**src/rtl/rstseq_pkg.sv**
```systemverilog
package rstseq_pkg;

    localparam int STAT_W   = 8;
    localparam int BIT_POR  = 7;
    localparam int BIT_ILOP = 4;
    localparam int BIT_ILAD = 3;
    localparam int BIT_LVI  = 1;

    typedef enum logic [1:0] {
        SQ_RUN     = 2'd0,
        SQ_LVIWAIT = 2'd1,
        SQ_HOLD    = 2'd2,
        SQ_DELAY   = 2'd3
    } seq_state_e;

    typedef enum logic [2:0] {
        SRC_NONE = 3'd0,
        SRC_POR  = 3'd1,
        SRC_LVI  = 3'd2,
        SRC_ILOP = 3'd3,
        SRC_ILAD = 3'd4
    } rst_src_e;

    typedef struct packed {
        logic     valid;
        logic     drive_pin;
        logic     wait_supply;
        rst_src_e src;
    } rst_req_t;

    function automatic logic [STAT_W-1:0] src_mask(rst_src_e s);
        logic [STAT_W-1:0] m;
        m = '0;
        case (s)
            SRC_POR:  m[BIT_POR]  = 1'b1;
            SRC_LVI:  m[BIT_LVI]  = 1'b1;
            SRC_ILOP: m[BIT_ILOP] = 1'b1;
            SRC_ILAD: m[BIT_ILAD] = 1'b1;
            default:  m = '0;
        endcase
        return m;
    endfunction

endpackage

```
**src/rtl/rstseq_req_arb.sv**
```systemverilog
module rstseq_req_arb
    import rstseq_pkg::*;
(
    input  logic     lvi_low,
    input  logic     opfetch,
    input  logic     unmapped,
    input  logic     bad_instr,
    input  logic     stop_instr,
    input  logic     stop_en,
    output rst_req_t req
);
    logic ilop_hit;
    logic ilad_hit;

    assign ilop_hit = bad_instr | (stop_instr & ~stop_en);
    assign ilad_hit = unmapped & opfetch;

    always_comb begin
        req = '0;
        req.src = SRC_NONE;
        if (lvi_low) begin
            req.valid       = 1'b1;
            req.drive_pin   = 1'b1;
            req.wait_supply = 1'b1;
            req.src         = SRC_LVI;
        end else if (ilop_hit) begin
            req.valid     = 1'b1;
            req.drive_pin = 1'b1;
            req.src       = SRC_ILOP;
        end else if (ilad_hit) begin
            req.valid     = 1'b1;
            req.drive_pin = 1'b1;
            req.src       = SRC_ILAD;
        end
    end
endmodule

```
**src/rtl/rstseq_timer.sv**
```systemverilog
module rstseq_timer
    import rstseq_pkg::*;
#(
    parameter int HOLD_CYCLES = 4096,
    parameter int REL_CYCLES  = 64
) (
    input  logic clk,
    input  logic por,
    input  logic req_valid,
    input  logic req_wait,
    input  logic req_drive,
    output logic cpu_rst_n,
    output logic pin_drive_n
);
    localparam int MAXC = (HOLD_CYCLES > REL_CYCLES) ? HOLD_CYCLES : REL_CYCLES;
    localparam int CW   = $clog2(MAXC) + 1;
    localparam logic [CW-1:0] HOLD_LAST = CW'(HOLD_CYCLES - 1);
    localparam logic [CW-1:0] REL_LAST  = CW'(REL_CYCLES - 1);

    seq_state_e    st;
    logic [CW-1:0] cnt;
    logic          drv;

    always_ff @(posedge clk) begin
        if (por) begin
            st  <= SQ_HOLD;
            cnt <= '0;
            drv <= 1'b0;
        end else if (req_valid) begin
            st  <= req_wait ? SQ_LVIWAIT : SQ_HOLD;
            cnt <= '0;
            drv <= req_drive;
        end else begin
            case (st)
                SQ_LVIWAIT: begin
                    // supply is back: this edge is the first counted one
                    st  <= SQ_HOLD;
                    cnt <= CW'(1);
                end
                SQ_HOLD: begin
                    if (cnt == HOLD_LAST) begin
                        st  <= SQ_DELAY;
                        cnt <= '0;
                    end else begin
                        cnt <= cnt + 1'b1;
                    end
                end
                SQ_DELAY: begin
                    if (cnt == REL_LAST) begin
                        st  <= SQ_RUN;
                        cnt <= '0;
                    end else begin
                        cnt <= cnt + 1'b1;
                    end
                end
                SQ_RUN: begin
                    st <= SQ_RUN;
                end
                default: st <= SQ_RUN;
            endcase
        end
    end

    assign cpu_rst_n   = (st == SQ_RUN);
    assign pin_drive_n = ~(drv & ((st == SQ_HOLD) | (st == SQ_LVIWAIT)));
endmodule

```
**src/rtl/rstseq_status.sv**
```systemverilog
module rstseq_status
    import rstseq_pkg::*;
(
    input  logic              clk,
    input  logic              por,
    input  logic              req_valid,
    input  rst_src_e          req_src,
    input  logic              rd,
    output logic [STAT_W-1:0] stat
);
    always_ff @(posedge clk) begin
        if (por) begin
            stat <= src_mask(SRC_POR);
        end else if (req_valid) begin
            stat <= src_mask(req_src);
        end else if (rd) begin
            stat <= '0;
        end
    end
endmodule

```
**src/rtl/rstseq_top.sv**
```systemverilog
module rstseq_top
    import rstseq_pkg::*;
#(
    parameter int HOLD_CYCLES = 4096,
    parameter int REL_CYCLES  = 64
) (
    input  logic       clk,
    input  logic       por,
    input  logic       lvi_low,
    input  logic       opfetch,
    input  logic       unmapped,
    input  logic       bad_instr,
    input  logic       stop_instr,
    input  logic       stop_en,
    input  logic       stat_rd,
    output logic       rst_pin_drive_n,
    output logic       cpu_rst_n,
    output logic [7:0] stat_q
);
    rst_req_t req;

    rstseq_req_arb u_arb (
        .lvi_low    (lvi_low),
        .opfetch    (opfetch),
        .unmapped   (unmapped),
        .bad_instr  (bad_instr),
        .stop_instr (stop_instr),
        .stop_en    (stop_en),
        .req        (req)
    );

    rstseq_timer #(
        .HOLD_CYCLES (HOLD_CYCLES),
        .REL_CYCLES  (REL_CYCLES)
    ) u_timer (
        .clk         (clk),
        .por         (por),
        .req_valid   (req.valid),
        .req_wait    (req.wait_supply),
        .req_drive   (req.drive_pin),
        .cpu_rst_n   (cpu_rst_n),
        .pin_drive_n (rst_pin_drive_n)
    );

    rstseq_status u_stat (
        .clk       (clk),
        .por       (por),
        .req_valid (req.valid),
        .req_src   (req.src),
        .rd        (stat_rd),
        .stat      (stat_q)
    );
endmodule

```
**config.mk**
```make
export PLATFORM = sky130hd
export DESIGN_NAME = rstseq_top
export DESIGN_NICKNAME = d
export VERILOG_FILES = /design/src/rtl/rstseq_pkg.sv /design/src/rtl/rstseq_req_arb.sv /design/src/rtl/rstseq_timer.sv /design/src/rtl/rstseq_status.sv /design/src/rtl/rstseq_top.sv
export SDC_FILE = /design/constraint.sdc
export NUM_CORES = 1
export LEC_CHECK = 0
export BUFFER_PORTS_ARGS = -buffer_cell sky130_fd_sc_hd__buf_2
export CAP_MARGIN = 20
export CORE_MARGIN = 2
export CORE_UTILIZATION = 49
export DETAILED_ROUTE_END_ITERATION = 7
export GPL_ROUTABILITY_DRIVEN = 1
export PLACE_DENSITY = 0.75
export SLEW_MARGIN = 25
export SYNTH_ARGS = -nofsm -noshare
export SYNTH_HDL_FRONTEND = slang
export SYNTH_SLANG_ARGS = --single-unit
```
**constraint.sdc**
```tcl
create_clock -name clk -period 1.86 [get_ports clk]
set_input_delay 0.279 -clock clk [delete_from_list [all_inputs] [get_ports clk]]
set_output_delay 0.279 -clock clk [all_outputs]
set_load 0.1 [all_outputs]
```
Word level (Yosys, flattened, before mapping)
Index checks and enable logic that the tools add are counted.
{ "totals": {"elab_cells": 49, "latchBits": 0, "n_memories": 0, "output_inout_bits": 10, "in_bits": 9, "mem_bits_rw": 0, "reg_bits": 20, "romBits": 0} }
{ "op_classes": {"bitwise_logic": 7, "n_addsub": 1, "magnitude_cmp": 0, "muxes": 21, "n_div": 0, "eq_ne": 11, "n_mul": 0, "n_reduce_logical": 5, "n_shift": 0} }
{ "ops": {"columns": ["operator", "count"], "rows": [
  ["one-hot mux 13 bit (3 select lines)", 1],
  ["two-way mux 13 bit", 2],
  ["two-way mux 8 bit", 2],
  ["two-way mux 2 bit", 7],
  ["adder 13 x 1 -> 13 bit, second input constant", 1],
  ["equality test 13 x 12 -> 1 bit, second input constant", 1],
  ["equality test 13 x 6 -> 1 bit, second input constant", 1],
  ["two-way mux 3 bit", 3],
  ["one-hot mux 2 bit (4 select lines)", 1],
  ["equality test 3 x 2 -> 1 bit, second input constant", 2],
  ["inequality test 3 x 2 -> 1 bit, second input constant", 2],
  ["two-way mux 1 bit", 5],
  ["equality test 2 bit, second input constant", 2],
  ["AND 1 bit", 3],
  ["equality test 3 x 1 -> 1 bit, second input constant", 1],
  ["equality test 3 bit, second input constant", 1],
  ["nonzero test 3 bit", 1],
  ["equality test 2 x 1 -> 1 bit, second input constant", 1],
  ["zero test 2 bit", 1],
  ["inverter 1 bit", 2],
  ["bitwise OR 1 bit", 2],
  ["AND reduction 2 bit", 1],
  ["nonzero test 2 bit", 1],
  ["OR reduction 2 bit", 1]
]} }

Depth between registers and ports, before layout
{ "logic_depth": {"depth_word": 8, "depth_mapped": 7, "ltp_nobuf": 7} }

Cells and area by module
From an unflattened synthesis, not the netlist that was laid out.
{ "hier_totals": {"cells_unflattened": 147, "hier_area_um2": 1267.5} }
{ "modules_own_cells": {"columns": ["mod", "area_per_inst_um2", "seq_area_each_um2", "cells_per_inst", "instances"], "rows": [
  ["rstseq_timer", 978.4, 320.3, 116, 1],
  ["rstseq_status", 211.5, 80.1, 21, 1],
  ["rstseq_req_arb", 77.6, 0.0, 10, 1]
]} }

Least setup slack after synthesis
No wires, ideal clock.
{ "synth_path": {"path_type": "flip-flop to flip-flop", "startpoint": "reg u_timer.cnt[0]", "endpoint": "reg u_timer.cnt[6]", "required_ns": 1.744, "period_less_slack_ns": 1.939, "stages_incl_launch_ff": 8, "setup_time_ns": 0.116, "arrival_time_ns": 1.823, "setup_slack_ns": -0.079, "n_path_buf": 1, "path_cell_list": "dfxtp_1 ha_1 nand3_2 o41ai_1 and2_1 buf_6 a211oi_1 a31o_1"} }
{ "synth_via": {"elab_chain_cells": 3, "elab_cells_between_ends": 6, "classes_between": "add/sub (1); eq/ne (2); mux (3)"} }
{ "synth_lines": {"columns": ["item", "line_no", "source"], "rows": [
  ["start: declaration", "rstseq_timer.sv:21", "logic [CW-1:0] cnt;"],
  ["start signal: assignment", "rstseq_timer.sv:45", "cnt <= cnt + 1'b1;"],
  ["start signal: assignment", "rstseq_timer.sv:53", "cnt <= cnt + 1'b1;"],
  ["adder 13 x 1 -> 13 bit, or another cell as far along", "rstseq_timer.sv:45, rstseq_timer.sv:53", null],
  ["two-way mux 13 bit, on equally long branches", "rstseq_timer.sv:49, rstseq_timer.sv:41", null],
  ["one-hot mux 13 bit (3 select lines) (*)", "rstseq_timer.sv:34", "case (st)"]
]} }
Mark *: on every way between the ends. The rest lies on a longest branch, timed or not.
A chain may end at the register's enable or synchronous reset.

Final worst setup path
{ "layout_path": {"startpoint": "reg u_timer.cnt[4]", "endpoint": "reg u_timer.cnt[9]"} }
Same word-level chain as after synthesis.

==> qor.yml <==
status: "finished, final reports clean"
dieArea_um2: 2710
cts_sinks: 20
reg2reg_from: "u_timer.cnt[4]$_SDFFE_PP0P_"
grt_max_degree: 12
regArea_um2: 402
die_w_um: 52.1
p_switching_mw: 0.316
synth_top_area_share_pct: 35.3
cap_violations: 0
switching_share_pct: 33.7
diodes: 0
muxShareOfSynthArea_pct: 0
yosys_warnings: 0
r2r-end: "u_timer.cnt[9]$_SDFFE_PP0P_"
finalNetCount: 179
rrSetupSlack_ps: 50
synth_compound_area_share_pct: 23.2
arrival_ps: 2020
power_density_nw_per_um2: 668
layout-drive-gt1-share_pct: 29.9
yosysTopAreaCell: "dfxtp_1"
synthTopCellsByArea: "dfxtp_1, a21oi_1, ha_1, nand2_1, inv_1"
critPathTopFamily: "compound AO/OA/AOI/OAI gates"
cts.reportedPaths.clkPinSlew_ps: 120
worstRegToRegCells: 6
hold_path.class: "in2reg"
period_needed_ps: 1810
overflow: 0
max_stage_delay_ps: 490
placed_cell_area_um2: 1330
synth_seq_cells: 20
synthAdderAreaFrac_pct: 5.52
drv_slew: 0
post_cts_buffers: 0
place_ws_ps: -15.1
p_int_mw: 0.621
num_vias: 1101
synth_xor_area_share_pct: 3.09
ir_drop_mv: 0.578
routed_wl_um: 2680
grt_pass1_wl_um: 4240
totalPowerFinal_mw: 0.937
viasPerCell: 5.73
syn-cell-area_um2: 1130
cts_inserted_buffers: 3
path_buf_inv: 1
start_util_pct: 51.7
critPathSlowestCell: "dfxtp_1"
clock_latency_ps: 320
antenna_left: 0
row_count: 17
path_depth: 6
setup-violations-final: 0
htreeDepth: 1
antenna_found_initial: 0
multi_input_area_um2: 692
clkPwrFrac_pct: 27.9
layout_worst_path_cycle_share_pct: 97.2
critPathLaunchType: "flop"
synthSimpleGateAreaFrac_pct: 24.1
routedWlPerCell_um: 14.0
fmax_mhz: 553
finalInstanceArea_um2: 1400
num-fill-cells: 188
crit_type: "reg2reg"
end_kind: "flop"
drtPass1Iterations: 4
synth_top_family_by_area: "simple AND/OR/NAND/NOR gates"
ioPinCount: 19
port_buffers: 14
final-hold-violation-count: 0
die_h_um: 52.1
clock_path_buffers: 2
hpwlAfterDp_um: 2000
seqPwrFrac_pct: 47.5
grt_usage_pct: 20.9
grt_pass1_vias: 979
drt-initial-drc-count: 20
syn_to_final_growth_pct: 23.7
p_comb_share_pct: 24.6
synth.avg_cell_area_um2: 8.40
crit_start: "u_timer.cnt[4]$_SDFFE_PP0P_"
cts-root-buf: "clkbuf_4"
worstPathCellList: "nand3b_1 > o41ai_2 > buf_4 > nand2_2 > o21ai_4 > nor2_1"
ys_types: 39
cts_tree: "done"
crit_fanout: 6
drcViolationCount: 0
fin_ws_ps: 52.1
p_leak_nw: 0.538
finalClockSkew_ps: 10.4
crit_path_end: "u_timer.cnt[9]$_SDFFE_PP0P_"
core-area_um2: 2190
ys_seq_area_share_pct: 35.3
required_ps: 2070
synthCells: 135
routabilityCongestion: 0.923
worst min path at each step:
stage / slack [ps] / endpoint / depth (start not counted) / start
floorplan: 380 / u_stat.stat[7]$_SDFFE_PP1P_ / 1 / stat_rd
global placement: 440 / u_stat.stat[7]$_SDFFE_PP1P_ / 2 / u_stat.stat[7]$_SDFFE_PP1P_
detailed placement: 470 / u_timer.cnt[12]$_SDFFE_PP0P_ / 2 / u_timer.cnt[12]$_SDFFE_PP0P_
CTS: 180 / u_stat.stat[7]$_SDFFE_PP1P_ / 2 / stat_rd
global route: 190 / u_stat.stat[7]$_SDFFE_PP1P_ / 2 / stat_rd
finish: 180 / u_stat.stat[7]$_SDFFE_PP1P_ / 2 / stat_rd
power by group through the flow:
stage | Combinational (mW) | Clock [mW] | Sequential (mW)
2_1_floorplan | 0.151 | 0 | 0.483
3_3_place_gp | 0.216 | 0 | 0.453
3_5_place_dp | 0.218 | 0 | 0.454
4_1_cts | 0.219 | 0.257 | 0.444
5_1_grt | 0.245 | 0.275 | 0.447
6_report | 0.230 | 0.262 | 0.445
sequential cells by signal (all words and copies together), names as in the netlist:
signal       flops
u_timer.cnt     13
u_stat.stat      4
u_timer.drv      1
u_timer.st       2
cell usage after synthesis:
cell	instances
dfxtp_1	20
a21oi_1	13
nand2_1	13
inv_1	10
nand3_1	6
nor3_1	6
o21ai_0	6
ha_1	5
nor2_1	5
nor4_1	5
a211oi_1	4
buf_4	4
a31o_1	3
or3_1	3
buf_2	2
clkbuf_1	2
nand3b_1	2
nand4b_1	2
o41ai_1	2
xnor2_1	2
xor2_1	2
a2111oi_0	1
a221o_2	1
a221oi_2	1
and2_1	1
and3_1	1
buf_6	1
conb_1	1
nand2b_1	1
nand3_2	1
o2111ai_1	1
o21ai_1	1
o21ai_2	1
o22a_1	1
o41ai_4	1
or2_2	1
or3b_2	1
or4_1	1
or4_4	1
through the flow:
step                      util, %  hold slack [ps]  instances  setup TNS (ps)
after floorplan                 -              380        138               0
after global placement       60.5              443        188               0
after detailed placement     60.5              465        188           -49.2
after CTS                    62.6              185        192               0
after global routing         64.0              188        192           -80.8
final                        64.0              180        192               0
what timing repair did:
action | in CTS | in global routing
setup endpoints to repair | 9 | 12
pin swaps | 2 | 1
hold buffers | 0 | 0
gates resized for setup | 2 | 9
layout make-up:
type	count	area share (%)
multi-input cells	99	49.3
flip-flops and latches	20	28.6
repair buffers	31	14.3
inverters	10	2.68
clock buffers	4	2.59
well taps	28	2.50
cell families (layout without fill, tap and decap cells):
group                    Yosys count  count (layout)
AO/OA/AOI/OAI                     36              36
XOR/XNOR                           4               4
adder cells (fa/ha/maj)            5               5
buffers and inverters             19              45
flip-flops                        20              20
other                              1               4
AND/OR/NAND/NOR                   50              50
per-layer routing:
layer	up-vias	global-route usage, %	share of wire (%)
met2	36	36.7	50
met5	-	0	0
met1	520	26.2	45
met3	2	3.45	4.5
met4	0	5.26	0.75
li1	543	-	-
placed cells by master (no fill, tap or decap), drive strengths merged:
| cell type | instances |
|---|---|
| nand3 | 7 |
| inv | 10 |
| nand2 | 13 |
| o21ai | 8 |
| nor3 | 6 |
| a31o | 3 |
| dfxtp | 20 |
| o41ai | 3 |
| xnor2 | 2 |
| and2 | 1 |
| nor2 | 5 |
| a2111oi | 1 |
| buf | 30 |
| o2111ai | 1 |
| nor4 | 5 |
| a211oi | 4 |
| or3b | 1 |
| nand4b | 2 |
| a221oi | 1 |
| o22a | 1 |
| and3 | 1 |
| xor2 | 2 |
| nand2b | 1 |
| or4 | 2 |
| a221o | 1 |
| a21oi | 13 |
| clkbuf | 5 |
| ha | 5 |
| or2 | 1 |
| nand3b | 2 |
| conb | 4 |
| or3 | 3 |
No activity file was read; power rests on OpenSTA's default activity.
